$ cat config.mk
export PLATFORM = sky130hd
export DESIGN_NAME = lcache_ctrl
export DESIGN_NICKNAME = d
export VERILOG_FILES = /design/src/rtl/lcache_pkg.sv /design/src/rtl/lcache_hit.sv /design/src/rtl/lcache_victim.sv /design/src/rtl/lcache_lru.sv /design/src/rtl/lcache_ctrl.sv
export SDC_FILE = /design/constraint.sdc
export NUM_CORES = 2
export LEC_CHECK = 0
export BUFFER_PORTS_ARGS = -buffer_cell sky130_fd_sc_hd__buf_2
export CAP_MARGIN = 10
export CORE_UTILIZATION = 67
export DETAILED_ROUTE_END_ITERATION = 7
export PLACE_DENSITY_LB_ADDON = 0.15
export SLEW_MARGIN = 5
export SYNTH_ARGS = -nofsm -noshare
export SYNTH_HDL_FRONTEND = slang
export SYNTH_SLANG_ARGS = --single-unit
$ cat constraint.sdc
create_clock -name clk_i -period 17.1 [get_ports clk_i]
set_input_delay 2.565 -clock clk_i [delete_from_list [all_inputs] [get_ports clk_i]]
set_output_delay 2.565 -clock clk_i [all_outputs]
set_load 0.02 [all_outputs]
$ cat src/rtl/lcache_pkg.sv
package lcache_pkg;
  typedef enum logic [2:0] {
    OP_LOAD    = 3'd0,
    OP_STORE   = 3'd1,
    OP_INVAL   = 3'd2,
    OP_FLUSH   = 3'd3,
    OP_PRELOAD = 3'd4,
    OP_UNLOCK  = 3'd5
  } op_e;

  typedef enum logic [2:0] {
    ST_IDLE, ST_LOOK, ST_WALK, ST_WB, ST_CLR, ST_FILL, ST_DIRECT
  } st_e;
endpackage

$ cat src/rtl/lcache_hit.sv
module lcache_hit #(
  parameter int WAYS  = 4,
  parameter int TAG_W = 8,
  parameter int WAY_W = $clog2(WAYS)
) (
  input  logic [WAYS-1:0][TAG_W-1:0] tag_i,
  input  logic [WAYS-1:0]            valid_i,
  input  logic [TAG_W-1:0]           tag_cmp_i,
  output logic                       hit_o,
  output logic [WAY_W-1:0]           way_o
);
  always_comb begin
    hit_o = 1'b0;
    way_o = '0;
    for (int w = 0; w < WAYS; w++) begin
      if (valid_i[w] && tag_i[w] == tag_cmp_i) begin
        hit_o = 1'b1;
        way_o = WAY_W'(w);
      end
    end
  end
endmodule

$ cat src/rtl/lcache_victim.sv
module lcache_victim #(
  parameter int WAYS  = 4,
  parameter int WAY_W = $clog2(WAYS)
) (
  input  logic [WAYS-1:0][WAY_W-1:0] rank_i,
  input  logic [WAYS-1:0]            lock_i,
  output logic                       found_o,
  output logic [WAY_W-1:0]           way_o
);
  logic [WAY_W-1:0] best;

  always_comb begin
    found_o = 1'b0;
    way_o   = '0;
    best    = '1;
    for (int w = 0; w < WAYS; w++) begin
      if (!lock_i[w] && (!found_o || rank_i[w] < best)) begin
        found_o = 1'b1;
        way_o   = WAY_W'(w);
        best    = rank_i[w];
      end
    end
  end
endmodule

$ cat src/rtl/lcache_lru.sv
module lcache_lru #(
  parameter int WAYS  = 4,
  parameter int WAY_W = $clog2(WAYS)
) (
  input  logic [WAYS-1:0][WAY_W-1:0] rank_i,
  input  logic [WAY_W-1:0]           touch_i,
  output logic [WAYS-1:0][WAY_W-1:0] rank_o
);
  logic [WAY_W-1:0] old_rank;

  always_comb begin
    old_rank = rank_i[touch_i];
    for (int w = 0; w < WAYS; w++) begin
      if (WAY_W'(w) == touch_i)     rank_o[w] = WAY_W'(WAYS - 1);
      else if (rank_i[w] > old_rank) rank_o[w] = rank_i[w] - 1'b1;
      else                           rank_o[w] = rank_i[w];
    end
  end
endmodule

$ cat src/rtl/lcache_ctrl.sv
module lcache_ctrl
  import lcache_pkg::*;
#(
  parameter int ADDR_W     = 12,
  parameter int LINE_BYTES = 4,
  parameter int SETS       = 4,
  parameter int WAYS       = 4,
  parameter int ID_W       = 8,
  localparam int LINE_W    = 8 * LINE_BYTES,
  localparam int LA_W      = ADDR_W - $clog2(LINE_BYTES)
) (
  input  logic                  clk_i,
  input  logic                  rst_ni,
  input  logic                  req_valid_i,
  output logic                  req_ready_o,
  input  logic [2:0]            req_op_i,
  input  logic [ADDR_W-1:0]     req_addr_i,
  input  logic [ID_W-1:0]       req_id_i,
  input  logic [LINE_W-1:0]     req_wdata_i,
  input  logic [LINE_BYTES-1:0] req_be_i,
  input  logic                  req_lock_i,
  input  logic                  req_all_i,
  output logic                  ret_valid_o,
  output logic [ID_W-1:0]       ret_id_o,
  output logic [LINE_W-1:0]     ret_data_o,
  output logic                  mem_req_o,
  output logic                  mem_we_o,
  output logic [LA_W-1:0]       mem_addr_o,
  output logic [LINE_W-1:0]     mem_wdata_o,
  output logic [LINE_BYTES-1:0] mem_be_o,
  input  logic                  mem_ack_i,
  input  logic [LINE_W-1:0]     mem_rdata_i
);
  localparam int OFF_W = $clog2(LINE_BYTES);
  localparam int IDX_W = $clog2(SETS);
  localparam int WAY_W = $clog2(WAYS);
  localparam int TAG_W = LA_W - IDX_W;
  localparam logic [ID_W-1:0] NO_ID = '1;

  logic [SETS-1:0][WAYS-1:0][TAG_W-1:0]  tag_q;
  logic [SETS-1:0][WAYS-1:0]             valid_q, dirty_q, lock_q;
  logic [SETS-1:0][WAYS-1:0][WAY_W-1:0]  rank_q;
  logic [SETS-1:0][WAYS-1:0][LINE_W-1:0] data_q;

  st_e                   state_q;
  op_e                   q_op;
  logic [LA_W-1:0]       q_line;
  logic [ID_W-1:0]       q_id;
  logic [LINE_W-1:0]     q_wdata;
  logic [LINE_BYTES-1:0] q_be;
  logic                  q_lock, q_all, q_alloc;
  logic [IDX_W-1:0]      cur_set;
  logic [WAY_W-1:0]      cur_way;
  logic                  ret_valid_q;
  logic [ID_W-1:0]       ret_id_q;
  logic [LINE_W-1:0]     ret_data_q;

  logic [IDX_W-1:0]      q_set;
  logic [TAG_W-1:0]      q_tag;
  logic                  hit, vic_found;
  logic [WAY_W-1:0]      hit_way, vic_way, touch_way;
  logic [WAYS-1:0][WAY_W-1:0] rank_nxt;
  logic                  unused_off;

  assign unused_off = ^req_addr_i[OFF_W-1:0];
  assign q_set      = q_line[IDX_W-1:0];
  assign q_tag      = q_line[LA_W-1 -: TAG_W];
  assign touch_way  = (state_q == ST_LOOK) ? hit_way : cur_way;

  lcache_hit #(.WAYS(WAYS), .TAG_W(TAG_W)) u_hit (
    .tag_i(tag_q[q_set]), .valid_i(valid_q[q_set]), .tag_cmp_i(q_tag),
    .hit_o(hit), .way_o(hit_way)
  );

  lcache_victim #(.WAYS(WAYS)) u_victim (
    .rank_i(rank_q[q_set]), .lock_i(lock_q[q_set]),
    .found_o(vic_found), .way_o(vic_way)
  );

  lcache_lru #(.WAYS(WAYS)) u_lru (
    .rank_i(rank_q[q_set]), .touch_i(touch_way), .rank_o(rank_nxt)
  );

  function automatic logic [LINE_W-1:0] merge_f(input logic [LINE_W-1:0] old_d,
                                                input logic [LINE_W-1:0] new_d,
                                                input logic [LINE_BYTES-1:0] be);
    logic [LINE_W-1:0] r;
    for (int b = 0; b < LINE_BYTES; b++)
      r[8*b +: 8] = be[b] ? new_d[8*b +: 8] : old_d[8*b +: 8];
    return r;
  endfunction

  // control and metadata
  always_ff @(posedge clk_i or negedge rst_ni) begin
    if (!rst_ni) begin
      state_q     <= ST_IDLE;
      valid_q     <= '0;
      dirty_q     <= '0;
      lock_q      <= '0;
      tag_q       <= '0;
      for (int s = 0; s < SETS; s++)
        for (int w = 0; w < WAYS; w++) rank_q[s][w] <= WAY_W'(w);
      q_op        <= OP_LOAD;
      q_line      <= '0;
      q_id        <= '0;
      q_wdata     <= '0;
      q_be        <= '0;
      q_lock      <= 1'b0;
      q_all       <= 1'b0;
      q_alloc     <= 1'b0;
      cur_set     <= '0;
      cur_way     <= '0;
      ret_valid_q <= 1'b0;
      ret_id_q    <= '0;
      ret_data_q  <= '0;
    end else begin
      ret_valid_q <= 1'b0;
      unique case (state_q)
        ST_IDLE: if (req_valid_i && req_id_i != NO_ID) begin
          q_op    <= op_e'(req_op_i);
          q_line  <= req_addr_i[ADDR_W-1:OFF_W];
          q_id    <= req_id_i;
          q_wdata <= req_wdata_i;
          q_be    <= req_be_i;
          q_lock  <= req_lock_i;
          q_all   <= req_all_i;
          state_q <= ST_LOOK;
        end
        ST_LOOK: begin
          state_q <= ST_IDLE;
          case (q_op)
            OP_LOAD, OP_STORE, OP_PRELOAD: begin
              if (hit) begin
                rank_q[q_set] <= rank_nxt;
                if (q_op == OP_LOAD) begin
                  ret_valid_q <= 1'b1;
                  ret_id_q    <= q_id;
                  ret_data_q  <= data_q[q_set][hit_way];
                end
                if (q_op == OP_STORE) dirty_q[q_set][hit_way] <= 1'b1;
                if (q_op == OP_PRELOAD && q_lock) lock_q[q_set][hit_way] <= 1'b1;
              end else if (vic_found) begin
                cur_set <= q_set;
                cur_way <= vic_way;
                q_alloc <= 1'b1;
                state_q <= (valid_q[q_set][vic_way] && dirty_q[q_set][vic_way])
                           ? ST_WB : ST_FILL;
              end else if (q_op != OP_PRELOAD) begin
                state_q <= ST_DIRECT;
              end
            end
            OP_UNLOCK: if (hit) lock_q[q_set][hit_way] <= 1'b0;
            OP_INVAL, OP_FLUSH: begin
              q_alloc <= 1'b0;
              if (q_all) begin
                cur_set <= '0;
                cur_way <= '0;
                state_q <= ST_WALK;
              end else if (hit) begin
                cur_set <= q_set;
                cur_way <= hit_way;
                state_q <= ST_WALK;
              end
            end
            default: ;
          endcase
        end
        ST_WALK: state_q <= (q_op == OP_FLUSH && valid_q[cur_set][cur_way] &&
                             dirty_q[cur_set][cur_way]) ? ST_WB : ST_CLR;
        ST_WB: if (mem_ack_i) begin
          dirty_q[cur_set][cur_way] <= 1'b0;
          state_q <= q_alloc ? ST_FILL : ST_CLR;
        end
        ST_CLR: begin
          valid_q[cur_set][cur_way] <= 1'b0;
          dirty_q[cur_set][cur_way] <= 1'b0;
          lock_q[cur_set][cur_way]  <= 1'b0;
          if (q_all && !(&{cur_set, cur_way})) begin
            {cur_set, cur_way} <= {cur_set, cur_way} + 1'b1;
            state_q <= ST_WALK;
          end else begin
            state_q <= ST_IDLE;
          end
        end
        ST_FILL: if (mem_ack_i) begin
          tag_q[q_set][cur_way]   <= q_tag;
          valid_q[q_set][cur_way] <= 1'b1;
          dirty_q[q_set][cur_way] <= (q_op == OP_STORE);
          lock_q[q_set][cur_way]  <= (q_op == OP_PRELOAD) && q_lock;
          rank_q[q_set]           <= rank_nxt;
          if (q_op == OP_LOAD) begin
            ret_valid_q <= 1'b1;
            ret_id_q    <= q_id;
            ret_data_q  <= mem_rdata_i;
          end
          state_q <= ST_IDLE;
        end
        ST_DIRECT: if (mem_ack_i) begin
          if (q_op == OP_LOAD) begin
            ret_valid_q <= 1'b1;
            ret_id_q    <= q_id;
            ret_data_q  <= mem_rdata_i;
          end
          state_q <= ST_IDLE;
        end
        default: state_q <= ST_IDLE;
      endcase
    end
  end

  // line storage, no reset
  always_ff @(posedge clk_i) begin
    if (state_q == ST_LOOK && q_op == OP_STORE && hit)
      data_q[q_set][hit_way] <= merge_f(data_q[q_set][hit_way], q_wdata, q_be);
    else if (state_q == ST_FILL && mem_ack_i)
      data_q[q_set][cur_way] <= (q_op == OP_STORE) ? merge_f(mem_rdata_i, q_wdata, q_be)
                                                   : mem_rdata_i;
  end

  assign req_ready_o = (state_q == ST_IDLE);
  assign ret_valid_o = ret_valid_q;
  assign ret_id_o    = ret_id_q;
  assign ret_data_o  = ret_data_q;
  assign mem_req_o   = (state_q == ST_WB) || (state_q == ST_FILL) || (state_q == ST_DIRECT);
  assign mem_we_o    = (state_q == ST_WB) || (state_q == ST_DIRECT && q_op == OP_STORE);
  assign mem_addr_o  = (state_q == ST_WB) ? {tag_q[cur_set][cur_way], cur_set} : q_line;
  assign mem_wdata_o = (state_q == ST_WB) ? data_q[cur_set][cur_way] : q_wdata;
  assign mem_be_o    = (state_q == ST_DIRECT && q_op == OP_STORE) ? q_be : '1;

  // rank permutation monitor
  logic rank_perm_ok;
  logic [WAYS-1:0] seen;
  always_comb begin
    rank_perm_ok = 1'b1;
    seen = '0;
    for (int s = 0; s < SETS; s++) begin
      seen = '0;
      for (int w = 0; w < WAYS; w++) seen[rank_q[s][w]] = 1'b1;
      if (seen != '1) rank_perm_ok = 1'b0;
    end
  end

  p_rank_perm_r6: assert property (@(posedge clk_i) disable iff (!rst_ni)
    rank_perm_ok);
  p_victim_unlocked_r5: assert property (@(posedge clk_i) disable iff (!rst_ni)
    (state_q == ST_LOOK && !hit && vic_found) |-> !lock_q[q_set][vic_way]);
  p_ret_id_r10: assert property (@(posedge clk_i) disable iff (!rst_ni)
    ret_valid_o |-> ret_id_o != NO_ID);
  p_busy_mem_r11: assert property (@(posedge clk_i) disable iff (!rst_ni)
    mem_req_o |-> !req_ready_o);
  p_mem_hold_r11: assert property (@(posedge clk_i) disable iff (!rst_ni)
    (mem_req_o && !mem_ack_i) |=> (mem_req_o && $stable(mem_addr_o)));
  p_wb_then_fill_r4: assert property (@(posedge clk_i) disable iff (!rst_ni)
    (state_q == ST_WB && mem_ack_i && q_alloc) |=> (mem_req_o && !mem_we_o));
endmodule

==> results.json <==
{
  "clk-insertion-delay-late_ns": 0.69,
  "hold_violations": 0,
  "rrSetupSlack_ns": 8.71,
  "floorplan.die_area_mm2": 0.0766,
  "initial_drc_count": 7470,
  "io-pin-count": 187,
  "postRouteAntennaNets": 0,
  "netlist_area_mm2": 0.0506,
  "timing.critical_path.to": "data_q[315]$_DFFE_PP_",
  "status": "finished with violations",
  "critPathCaptureType": "flip-flop",
  "die-height_um": 277,
  "failing_checks": "DRC",
  "arrival_ns": 8.69,
  "cts_setup_buffers": 0,
  "antenna_violations_before_repair": 6,
  "worstHoldPathCells": 1,
  "root_buffer": "sky130_fd_sc_hd__clkbuf_16",
  "grtUsageTotal_pct": 46.6,
  "drv_slew": 0,
  "postSynthNetCount": 3970,
  "crit_path_start": "q_line[0]$_DFFE_PN0P_",
  "holdCritPathClass": "reg -> reg",
  "tritoncts": "yes",
  "timing.slew.headroom_pct": 14.5,
  "worst-path-max-fanout": 105,
  "final_layout_size_suffix_gt1_share_pct": 32.6,
  "met1_track_demand_over_resource_in_global_routing_pct": 58.1,
  "rsz0062_at_grt": "false",
  "floorplan.initialDensity_pct": 67.8,
  "first_pass_grt_wire_length_um": 261000,
  "numCtsBuffers": 88,
  "netlist-cell-type-count": 80,
  "min_period_ns": 8.39,
  "timing.setup.critical_path_class": "reg -> reg",
  "hpwl_after_dpl_um": 94700,
  "seq_cells_post_synth": 828,
  "core.rowCount": 100,
  "die_width_um": 277,
  "area_delta_synth_final_pct": 7.85,
  "final_nets": 3894,
  "numClockSinks": 828,
  "power_density_mw_per_mm2": 170,
  "number_of_detailed_route_iterations_in_the_first_pass": 8,
  "worst_ep_required_time_ns": 17.40,
  "route.detailed.vias_per_inst": 8.37,
  "grt_met3_use_pct": 17.5,
  "yosys_warnings": 0,
  "yosysSeqAreaShare_pct": 46.1,
  "cts_hold_buffers": 0,
  "first_global_vias": 40769,
  "async_flop_share_pct": 38.2,
  "cts-htree-levels": 3,
  "cts.repair.resized": 0,
  "dr_total_vias": 40500,
  "worstRegToRegCells": 12,
  "synth_enable_flop_cells": 512,
  "grt_start_max_net_pins": 122,
  "total_leakage_power_nw": 18.8,
  "number_of_buffers_between_clock_root_and_the_deepest_sink": 3,
  "ys.flop_type": "sky130_fd_sc_hd__edfxtp_1",
  "top_usage_layer": "met2",
  "maxCapViolations": 0,
  "grt.met2_usage_pct": 68.1,
  "fin_area_mm2": 0.0546,
  "critical_path.reg2reg.endpoint": "data_q[315]$_DFFE_PP_",
  "regArea_mm2": 0.0233,
  "gr-total-overflow": 0,
  "final.period_utilization_pct": 49.1,
  "detail_route.wl_per_cell_um": 37.1,
  "start_kind": "flip-flop",
  "setup_tns_ns": 0,
  "final_weighted_congestion_in_routability_driven_placement": 0.916,
  "max_freq_mhz": 119,
  "total_cell_area_at_the_placement_stage_mm2": 0.0516,
  "finClkSkew_ns": 0.0450,
  "vdd.ir_drop.worst_mv": 0.156,
  "fillerInstances": 4736,
  "drc": 29,
  "setup_viol": 0,
  "multiInputGateArea_mm2": 0.0253,
  "crit-reg2reg-launch": "q_line[0]$_DFFE_PN0P_",
  "coreArea_mm2": 0.0746,
  "clock_slew_at_the_register_clock_pins_of_the_worst_setup_and_hold_paths_ns": 0.06,
  "worst_pin_slew_ns": 1.28,
  "avgSynthCellArea_um2": 13.1,
  "port-buffer-count": 184,
  "synth_cells": 3858,
  "totalWireLength_um": 179000
}
==> worst max-delay path: stages, from the launching register on <==
cell	delay (ns)
sky130_fd_sc_hd__dfrtp_4	0.87
sky130_fd_sc_hd__buf_12	0.76
sky130_fd_sc_hd__buf_4	0.75
sky130_fd_sc_hd__mux4_1	0.68
sky130_fd_sc_hd__xnor2_1	0.21
sky130_fd_sc_hd__nand3_1	0.21
sky130_fd_sc_hd__a211oi_4	0.33
sky130_fd_sc_hd__a211oi_4	0.08
sky130_fd_sc_hd__a21oi_4	0.85
sky130_fd_sc_hd__buf_4	0.97
sky130_fd_sc_hd__nand3_4	1.10
sky130_fd_sc_hd__o21ai_4	0.26
sky130_fd_sc_hd__buf_4	0.75
==> cell usage after synthesis, drive strengths merged, types with 17 or more instances <==
cell type  number  area [um2]
mux2i          56         561
xnor2          41         382
or3           121         757
o22ai         140         876
edfxtp        512       15400
buf           201        1370
o21ai         153         800
o32ai         264        3000
a31oi          21         131
nand2b        109         682
dfrtp         300        7510
o211ai         33         248
a21oi         151         778
o31ai         121         923
inv            22        82.6
o22a           17         149
mux4          377        8530
a211oi         66         838
nand3          46         343
nand2         299        1140
mux2          233        2620
nor2b          41         257
o2bb2ai        30         263
nor2           68         263
clkbuf        247         927
and2           49         307
==> cells in the final DEF (no fill, tap or decap), drive strengths merged, types with 33 or more instances in the layout <==
cell type	Yosys	final
mux4	377	377
or3	121	121
mux2i	56	56
and2	49	49
edfxtp	512	512
clkbuf	247	120
o22ai	140	140
nand3	46	46
o21ai	153	153
dfrtp	300	300
o211ai	33	33
nor2b	41	41
clkinv	0	38
buf	201	284
nor2	68	68
o31ai	121	121
o32ai	264	264
a21oi	151	151
mux2	233	233
a211oi	66	66
nand2	299	299
xnor2	41	41
nand2b	109	109
==> power by group <==
part	switching, mW	internal [mW]
Sequential	0.426	2.42
Clock	0.857	1.09
Combinational	2.71	1.77
==> flip-flops by register name (all words and copies together) (netlist names), 10 cells and up, named ones only <==
name,flops
q_wdata,32
dirty_q,16
tag_q,128
data_q,512
rank_q,32
valid_q,16
q_line,10
ret_data_o,32
==> final cells by class <==
cell class / instances / area share [%]
Multi-Input combinational cell: 2558 / 46.4
Sequential cell: 828 / 42.7
Clock buffer: 120 / 4.59
Timing Repair Buffer: 284 / 3.13
Tap cell: 969 / 2.22
Clock inverter: 46 / 0.674
Inverter: 22 / 0.154
Antenna cell: 10 / 0.0459
==> worst min-delay path by stage <==
| stage | start | endpoint | slack, ns |
|---|---|---|---|
| 3_3_place_gp | ret_id_o[0]$_DFFE_PN0P_ | ret_id_o[0]$_DFFE_PN0P_ | 0.46 |
| 3_5_place_dp | ret_data_o[7]$_DFFE_PN0P_ | ret_data_o[7]$_DFFE_PN0P_ | 0.47 |
| 4_1_cts | ret_id_o[4]$_DFFE_PN0P_ | ret_id_o[4]$_DFFE_PN0P_ | 0.48 |
| 6_report | ret_id_o[4]$_DFFE_PN0P_ | ret_id_o[4]$_DFFE_PN0P_ | 0.48 |
| 5_1_grt | ret_id_o[4]$_DFFE_PN0P_ | ret_id_o[4]$_DFFE_PN0P_ | 0.49 |
| 2_1_floorplan | q_id[0]$_DFFE_PN0P_ | ret_id_o[0]$_DFFE_PN0P_ | 0.46 |
==> metrics by stage <==
stage / utilization [%] / power [mW] / setup WS [ns] / cells / hold WS, ns
final: 73.2 / 9.27 / 8.71 / 4837 / 0.481
after global routing: 73.1 / 9.54 / 8.53 / 4829 / 0.492
after CTS: 73.0 / 9.07 / 8.95 / 4823 / 0.484
after detailed placement: 69.1 / 7.15 / 8.93 / 4657 / 0.468
after global placement: 69.1 / 7.00 / 9.09 / 4657 / 0.462
after floorplan: - / 6.02 / 10.87 / 3858 / 0.459
==> kinds of logic after synthesis <==
group,Yosys count,share of synthesized area (%)
flops,828,46.1
fa+ha+maj,15,0.371
mux,666,23.2
compound gates,1058,16.9
buf+inv,472,4.73
simple gates,772,7.92
xor+xnor,47,0.858
==> layer usage <==
metal / wire [um] / up-vias
li1: - / 15450
met3: 31100 / 1180
met1: 55700 / 19685
met5: 34 / -
met2: 77800 / 4183
met4: 14600 / 2
Power figures use the tool's default switching activity.
